==> src/rtl/adc_wcmp_pkg.sv <==
package adc_wcmp_pkg;

    localparam int LIM_W    = 12;
    localparam int RES_W    = 16;
    localparam int CHAN_W   = 4;
    localparam int NUM_CHAN = 1 << CHAN_W;
    localparam int NUM_COND = 5;
    localparam int WORD_W   = 32;
    localparam int ADDR_W   = 2;

    // condition indices (also status bit positions)
    localparam int C_LO_LT = 0;
    localparam int C_LO_GE = 1;
    localparam int C_WIN   = 2;
    localparam int C_HI_LT = 3;
    localparam int C_HI_GE = 4;

    typedef enum logic [ADDR_W-1:0] {
        RA_WIN  = 2'd0,
        RA_MASK = 2'd1,
        RA_STAT = 2'd2,
        RA_NONE = 2'd3
    } reg_addr_e;

    typedef struct packed {
        logic [1:0]       rsvd;
        logic             en_hi_ge;
        logic             en_hi_lt;
        logic [LIM_W-1:0] hi;
        logic             en_win;
        logic             en_lo_ge;
        logic             en_lo_lt;
        logic             cmp_on;
        logic [LIM_W-1:0] lo;
    } win_cfg_t;

    typedef struct packed {
        logic              valid;
        logic [CHAN_W-1:0] chan;
        logic              is_signed;
        logic [LIM_W-1:0]  val;
    } sample_t;

    function automatic logic [LIM_W-1:0] take_top(input logic [RES_W-1:0] d,
                                                  input logic wide);
        return wide ? d[RES_W-1 -: LIM_W] : d[LIM_W-1:0];
    endfunction

    function automatic logic signed [LIM_W:0] to_cmp(input logic [LIM_W-1:0] x,
                                                    input logic sgn);
        return sgn ? $signed({x[LIM_W-1], x}) : $signed({1'b0, x});
    endfunction

    function automatic logic [NUM_COND-1:0] cond_enables(input win_cfg_t c);
        logic [NUM_COND-1:0] e;
        e = '0;
        e[C_LO_LT] = c.en_lo_lt;
        e[C_LO_GE] = c.en_lo_ge;
        e[C_WIN]   = c.en_win;
        e[C_HI_LT] = c.en_hi_lt;
        e[C_HI_GE] = c.en_hi_ge;
        return e;
    endfunction

endpackage

==> src/rtl/adc_wcmp_front.sv <==
module adc_wcmp_front
    import adc_wcmp_pkg::*;
(
    input  logic              res_valid,
    input  logic [RES_W-1:0]  res_data,
    input  logic [CHAN_W-1:0] res_chan,
    input  logic              res_signed,
    input  logic              res_wide,
    output sample_t           smp
);
    always_comb begin
        smp.valid     = res_valid;
        smp.chan      = res_chan;
        smp.is_signed = res_signed;
        smp.val       = take_top(res_data, res_wide);
    end
endmodule

==> src/rtl/adc_wcmp_eval.sv <==
module adc_wcmp_eval
    import adc_wcmp_pkg::*;
(
    input  sample_t             smp,
    input  win_cfg_t            cfg,
    output logic [NUM_COND-1:0] cond
);
    logic signed [LIM_W:0] v_s;
    logic signed [LIM_W:0] lo_s;
    logic signed [LIM_W:0] hi_s;
    logic                  below_lo;
    logic                  below_hi;

    always_comb begin
        v_s      = to_cmp(smp.val, smp.is_signed);
        lo_s     = to_cmp(cfg.lo,  smp.is_signed);
        hi_s     = to_cmp(cfg.hi,  smp.is_signed);
        below_lo = (v_s < lo_s);
        below_hi = (v_s < hi_s);
        cond          = '0;
        cond[C_LO_LT] = below_lo;
        cond[C_LO_GE] = !below_lo;
        cond[C_WIN]   = !below_lo && below_hi;
        cond[C_HI_LT] = below_hi;
        cond[C_HI_GE] = !below_hi;
    end
endmodule

==> src/rtl/adc_wcmp_regs.sv <==
module adc_wcmp_regs
    import adc_wcmp_pkg::*;
(
    input  logic                clk,
    input  logic                rst,
    input  logic                conv_enable,
    input  logic                reg_wr,
    input  logic                reg_rd,
    input  logic [ADDR_W-1:0]   reg_addr,
    input  logic [WORD_W-1:0]   reg_wdata,
    output logic [WORD_W-1:0]   reg_rdata,
    output logic                reg_err,
    input  logic [NUM_COND-1:0] stat_set,
    output win_cfg_t            cfg_o,
    output logic [NUM_CHAN-1:0] mask_o
);
    reg_addr_e           addr;
    logic                prot_hit;
    logic                win_we;
    logic                mask_we;
    logic                stat_we;
    win_cfg_t            cfg_q;
    logic [NUM_CHAN-1:0] mask_q;
    logic [NUM_COND-1:0] stat_q;
    logic                err_q;

    always_comb begin
        addr     = reg_addr_e'(reg_addr);
        prot_hit = reg_wr && ((addr == RA_WIN) || (addr == RA_MASK));
        win_we   = reg_wr && !conv_enable && (addr == RA_WIN);
        mask_we  = reg_wr && !conv_enable && (addr == RA_MASK);
        stat_we  = reg_wr && (addr == RA_STAT);
    end

    always_ff @(posedge clk) begin
        if (rst) begin
            cfg_q  <= '0;
            mask_q <= '0;
            err_q  <= 1'b0;
        end else begin
            if (win_we) begin
                cfg_q      <= win_cfg_t'(reg_wdata);
                cfg_q.rsvd <= 2'b00;
            end
            if (mask_we)
                mask_q <= reg_wdata[NUM_CHAN-1:0];
            err_q <= prot_hit && conv_enable;
        end
    end

    for (genvar i = 0; i < NUM_COND; i++) begin : g_stat
        logic bit_q;
        always_ff @(posedge clk) begin
            if (rst)
                bit_q <= 1'b0;
            else if (stat_set[i])
                bit_q <= 1'b1;
            else if (stat_we && reg_wdata[i])
                bit_q <= 1'b0;
        end
        assign stat_q[i] = bit_q;
    end

    always_comb begin
        reg_rdata = '0;
        if (reg_rd) begin
            unique case (addr)
                RA_WIN:  reg_rdata = cfg_q;
                RA_MASK: reg_rdata = WORD_W'(mask_q);
                RA_STAT: reg_rdata = WORD_W'(stat_q);
                default: reg_rdata = '0;
            endcase
        end
    end

    assign reg_err = err_q;
    assign cfg_o   = cfg_q;
    assign mask_o  = mask_q;
endmodule

==> src/rtl/adc_window_cmp.sv <==
module adc_window_cmp
    import adc_wcmp_pkg::*;
(
    input  logic                clk,
    input  logic                rst,
    input  logic                conv_enable,
    input  logic                reg_wr,
    input  logic                reg_rd,
    input  logic [ADDR_W-1:0]   reg_addr,
    input  logic [WORD_W-1:0]   reg_wdata,
    output logic [WORD_W-1:0]   reg_rdata,
    output logic                reg_err,
    input  logic                res_valid,
    input  logic [RES_W-1:0]    res_data,
    input  logic [CHAN_W-1:0]   res_chan,
    input  logic                res_signed,
    input  logic                res_wide,
    output logic                cmp_event
);
    sample_t             smp_w;
    win_cfg_t            cfg_w;
    logic [NUM_CHAN-1:0] mask_w;
    logic [NUM_COND-1:0] cond_w;
    logic [NUM_COND-1:0] hits_w;
    logic                qualify;
    logic                event_q;

    adc_wcmp_front u_front (
        .res_valid  (res_valid),
        .res_data   (res_data),
        .res_chan   (res_chan),
        .res_signed (res_signed),
        .res_wide   (res_wide),
        .smp        (smp_w)
    );

    adc_wcmp_eval u_eval (
        .smp  (smp_w),
        .cfg  (cfg_w),
        .cond (cond_w)
    );

    adc_wcmp_regs u_regs (
        .clk         (clk),
        .rst         (rst),
        .conv_enable (conv_enable),
        .reg_wr      (reg_wr),
        .reg_rd      (reg_rd),
        .reg_addr    (reg_addr),
        .reg_wdata   (reg_wdata),
        .reg_rdata   (reg_rdata),
        .reg_err     (reg_err),
        .stat_set    (hits_w),
        .cfg_o       (cfg_w),
        .mask_o      (mask_w)
    );

    always_comb begin
        qualify = smp_w.valid && cfg_w.cmp_on && mask_w[smp_w.chan];
        hits_w  = cond_w & cond_enables(cfg_w) & {NUM_COND{qualify}};
    end

    always_ff @(posedge clk) begin
        if (rst)
            event_q <= 1'b0;
        else
            event_q <= |hits_w;
    end

    assign cmp_event = event_q;
endmodule

==> config.mk <==
export PLATFORM = sky130hd
export DESIGN_NAME = adc_window_cmp
export DESIGN_NICKNAME = d
export VERILOG_FILES = /design/src/rtl/adc_wcmp_pkg.sv /design/src/rtl/adc_wcmp_front.sv /design/src/rtl/adc_wcmp_eval.sv /design/src/rtl/adc_wcmp_regs.sv /design/src/rtl/adc_window_cmp.sv
export SDC_FILE = /design/constraint.sdc
export NUM_CORES = 1
export LEC_CHECK = 0
export ABC_CLOCK_PERIOD_IN_PS = 3000
export BUFFER_PORTS_ARGS = -buffer_cell sky130_fd_sc_hd__buf_2
export CAP_MARGIN = 30
export CORE_MARGIN = 1
export CORE_UTILIZATION = 35
export DETAILED_ROUTE_END_ITERATION = 8
export SYNTH_ARGS = -nofsm -noshare
export SYNTH_HDL_FRONTEND = slang
export SYNTH_SLANG_ARGS = --single-unit
==> constraint.sdc <==
create_clock -name clk -period 3 [get_ports clk]
set_clock_uncertainty 0.2 [all_clocks]
set_input_delay 0.15 -clock clk [delete_from_list [all_inputs] [get_ports clk]]
set_output_delay 0.15 -clock clk [all_outputs]
set_load 0.005 [all_outputs]
==> qor.txt <==
DRC Markers -> 1
Drt pass-1 iters -> 8
RSZ-0062 raised after global routing -> no
Simple logic cell fraction of the synthesized area -> 0.233
Mux cell area share after synthesis -> 0.129
Overflow after GRT -> 0
Slew @ Worst Pin -> 714 ps
Non-Filler Instances -> 647
Slew margin rel. -> 0.524
Setup TNS -> 0 ps
# placed instances -> 607
Post-Synth Adder-Cell Area -> 0.0928
Clock Path Buffers -> 2
Status -> finished, violations left
First-pass GRT wire length -> 15.3 mm
Mapped Cells -> 422
Yosys reg bits -> 53
Antenna violation net count after detailed routing -> 0
# H-tree levels -> 2
Largest family of logic cells by synthesized area -> simple AND/OR/NAND/NOR gates
Crit end category -> flop
Root Buffer -> clkbuf_8
CTS tree -> built
Die area -> 0.00963 mm2
Initial DRC count -> 112
CTS Buf Count -> 5
Synth warnings -> 0
Commonest non-fill, non-tap cell in the layout -> nand2_1
Share of cells above drive strength 1 -> 0.234
Vias per inst -> 4.97
Dpl cell area -> 0.00381 mm2
Synth Area in XOR/XNOR -> 0
Maximum VDD drop -> 0.000180 V
Total power -> 1420 uW
WS Path Type -> flop to flop
Clock sink total -> 53
Fill cells -> 940
Failing checks -> DRC
Ports -> 96
Total GRT Usage -> 0.198
Die width -> 98.2 um
# nets final -> 624
Max-Cap Viols -> 0
DR WL/cell -> 14.4 um
FP Rows -> 34
Cell area after synthesis -> 0.00324 mm2
Routability cong. -> 0.829
Resized Gates After CTS -> 0
Hpwl dp -> 7.01 mm
Min Hold Slack -> 116 ps
Finished Cell Area -> 0.00421 mm2
CP startpoint kind -> flop
Pwr/cell area -> 338 mW/mm2
Type of the most critical hold path -> primary input to flop
Final setup fails -> 0
Area grow syn2layout -> 30.2%
Setup slack, reg-to-reg -> 480 ps
Synth cell types -> 42
Max incr delay on CP -> 410 ps
Fmax -> 0.396 GHz
Slowest cell on the critical path -> or3b_1
Die H -> 98.2 um
Syn Area/Cell -> 7.67 um2
Crit path arrival time -> 2560 ps
Post-synth EDFFs -> 0
CP Max Fanout -> 5
Vias -> 3,215
Largest net degree at the start of global routing -> 37
Vias in the first global route -> 3,103
Port-buffer cells -> 91
Post-synth ARST share -> 0
Lkg Pwr -> 0.00176 uW
Min cycle time layout -> 2520 ps
Worst Path Buf+Inv -> 1
Pins Over Slew Limit -> 0
Cts hold-fix bufs -> 32
Insertion delay to the later sink of the worst-skew pair -> 310 ps
Register area -> 0.00106 mm2
Multi-input gate area -> 0.00197 mm2
Final wirelength -> 9.33 mm
Placeable core area -> 0.00885 mm2
Initial antenna violation count -> 0
Setup Fix Bufs, Post-CTS -> 0
Critical-path cell list -> inv_1 -> ha_1 -> a211oi_1 -> nor2_1 -> o31ai_2 -> a31oi_1 -> or3b_1 -> a41oi_1
Complex-gate fraction of the synthesized area -> 0.149
Final Hold Viols -> 0
Clock transition at path regs -> 100 ps
Fin crit share -> 0.841
Main synth FF type -> dfxtp_1
Antenna diode count -> 0
Most frequent cells in the layout -> nand2_1, buf_2, a21oi_1, dfxtp_1, dlygate4sd3_1
Sequential area share after synthesis -> 0.328
Initial core utilization -> 0.366
CP delay by family, top -> compound AO/OA/AOI/OAI gates
Req. time, crit path -> 3040 ps
-- registers in the layout, summed over array words and instances (netlist names) --
signal	cells
u_regs.reg_err	1
u_regs.g_stat.bit_q	5
u_regs.mask_o	16
cmp_event	1
u_regs.cfg_o	30
-- report_power, final --
group          internal (uW)  total [uW]  switching (uW)
combinational            134         279             145
clock                    167         418             251
sequential               716         726            9.91
-- metal layers --
layer | vias to the layer above | global-route usage | share of wire
met2 | 65 | 0.342 | 0.49
met5 | - | 0 | 0
met1 | 1491 | 0.262 | 0.47
met3 | 4 | 0.0293 | 0.039
li1 | 1655 | - | -
met4 | 0 | 0.0402 | 0.0060
-- logic make-up (layout without fill, tap and decap cells) --
family / count (synthesis) / in the layout
buffers and inverters: 55 / 171
multiplexers: 33 / 33
adder cells (fa/ha/maj): 24 / 24
flip-flops: 53 / 53
AO/OA/AOI/OAI: 87 / 87
other: 1 / 2
AND/OR/NAND/NOR: 169 / 169
-- metrics by stage --
| stage | setup WS, ps | utilization |
|---|---|---|
| 6_report | 476 | 0.476 |
| 5_1_grt | 269 | 0.476 |
| 4_1_cts | 482 | 0.476 |
| 3_5_place_dp | 181 | 0.430 |
| 3_3_place_gp | 238 | 0.430 |
| 2_1_floorplan | 281 | - |
-- Yosys cell counts (4+ instances only) --
cell      number  area [um2]
nor2b_1        4        25.0
mux2_2        11         124
nor2_1        18        67.6
o21ai_0       15        75.1
dfxtp_1       53        1060
ha_1          24         300
a21oi_1       56         280
buf_1          4        15.0
inv_1         30         113
mux2i_1       17         170
nand2_1      104         390
nor3_1        13        65.1
nand4_1        5        31.3
clkbuf_1      17        63.8
and2_1         9        56.3
-- worst register-to-register path: cells and delay by family (launching register included) --
family	cells	cell delay [ps]
buffers and inverters	1	60
AO/OA/AOI/OAI	4	1010
flip-flops	1	390
AND/OR/NAND/NOR	2	500
adder cells (fa/ha/maj)	1	310
-- area by class of cell --
class | instances | area share
multi-input cells | 315 | 0.467
flip-flops and latches | 53 | 0.252
repair buffers | 133 | 0.202
well taps | 108 | 0.0321
inverters | 30 | 0.0267
clock buffers | 6 | 0.0172
clock inverters | 2 | 0.00327
-- final timing paths --
kind,cells after the start,startpoint,to
setup / recovery,8,u_regs.cfg_o[2]$_SDFFE_PP0P_,cmp_event$_SDFF_PP0_
hold / removal,4,res_valid,cmp_event$_SDFF_PP0_
setup reg to reg,8,u_regs.cfg_o[2]$_SDFFE_PP0P_,cmp_event$_SDFF_PP0_
hold reg to reg,2,u_regs.cfg_o[19]$_SDFFE_PP0P_,u_regs.cfg_o[19]$_SDFFE_PP0P_
(Power assumes the default switching activity.)
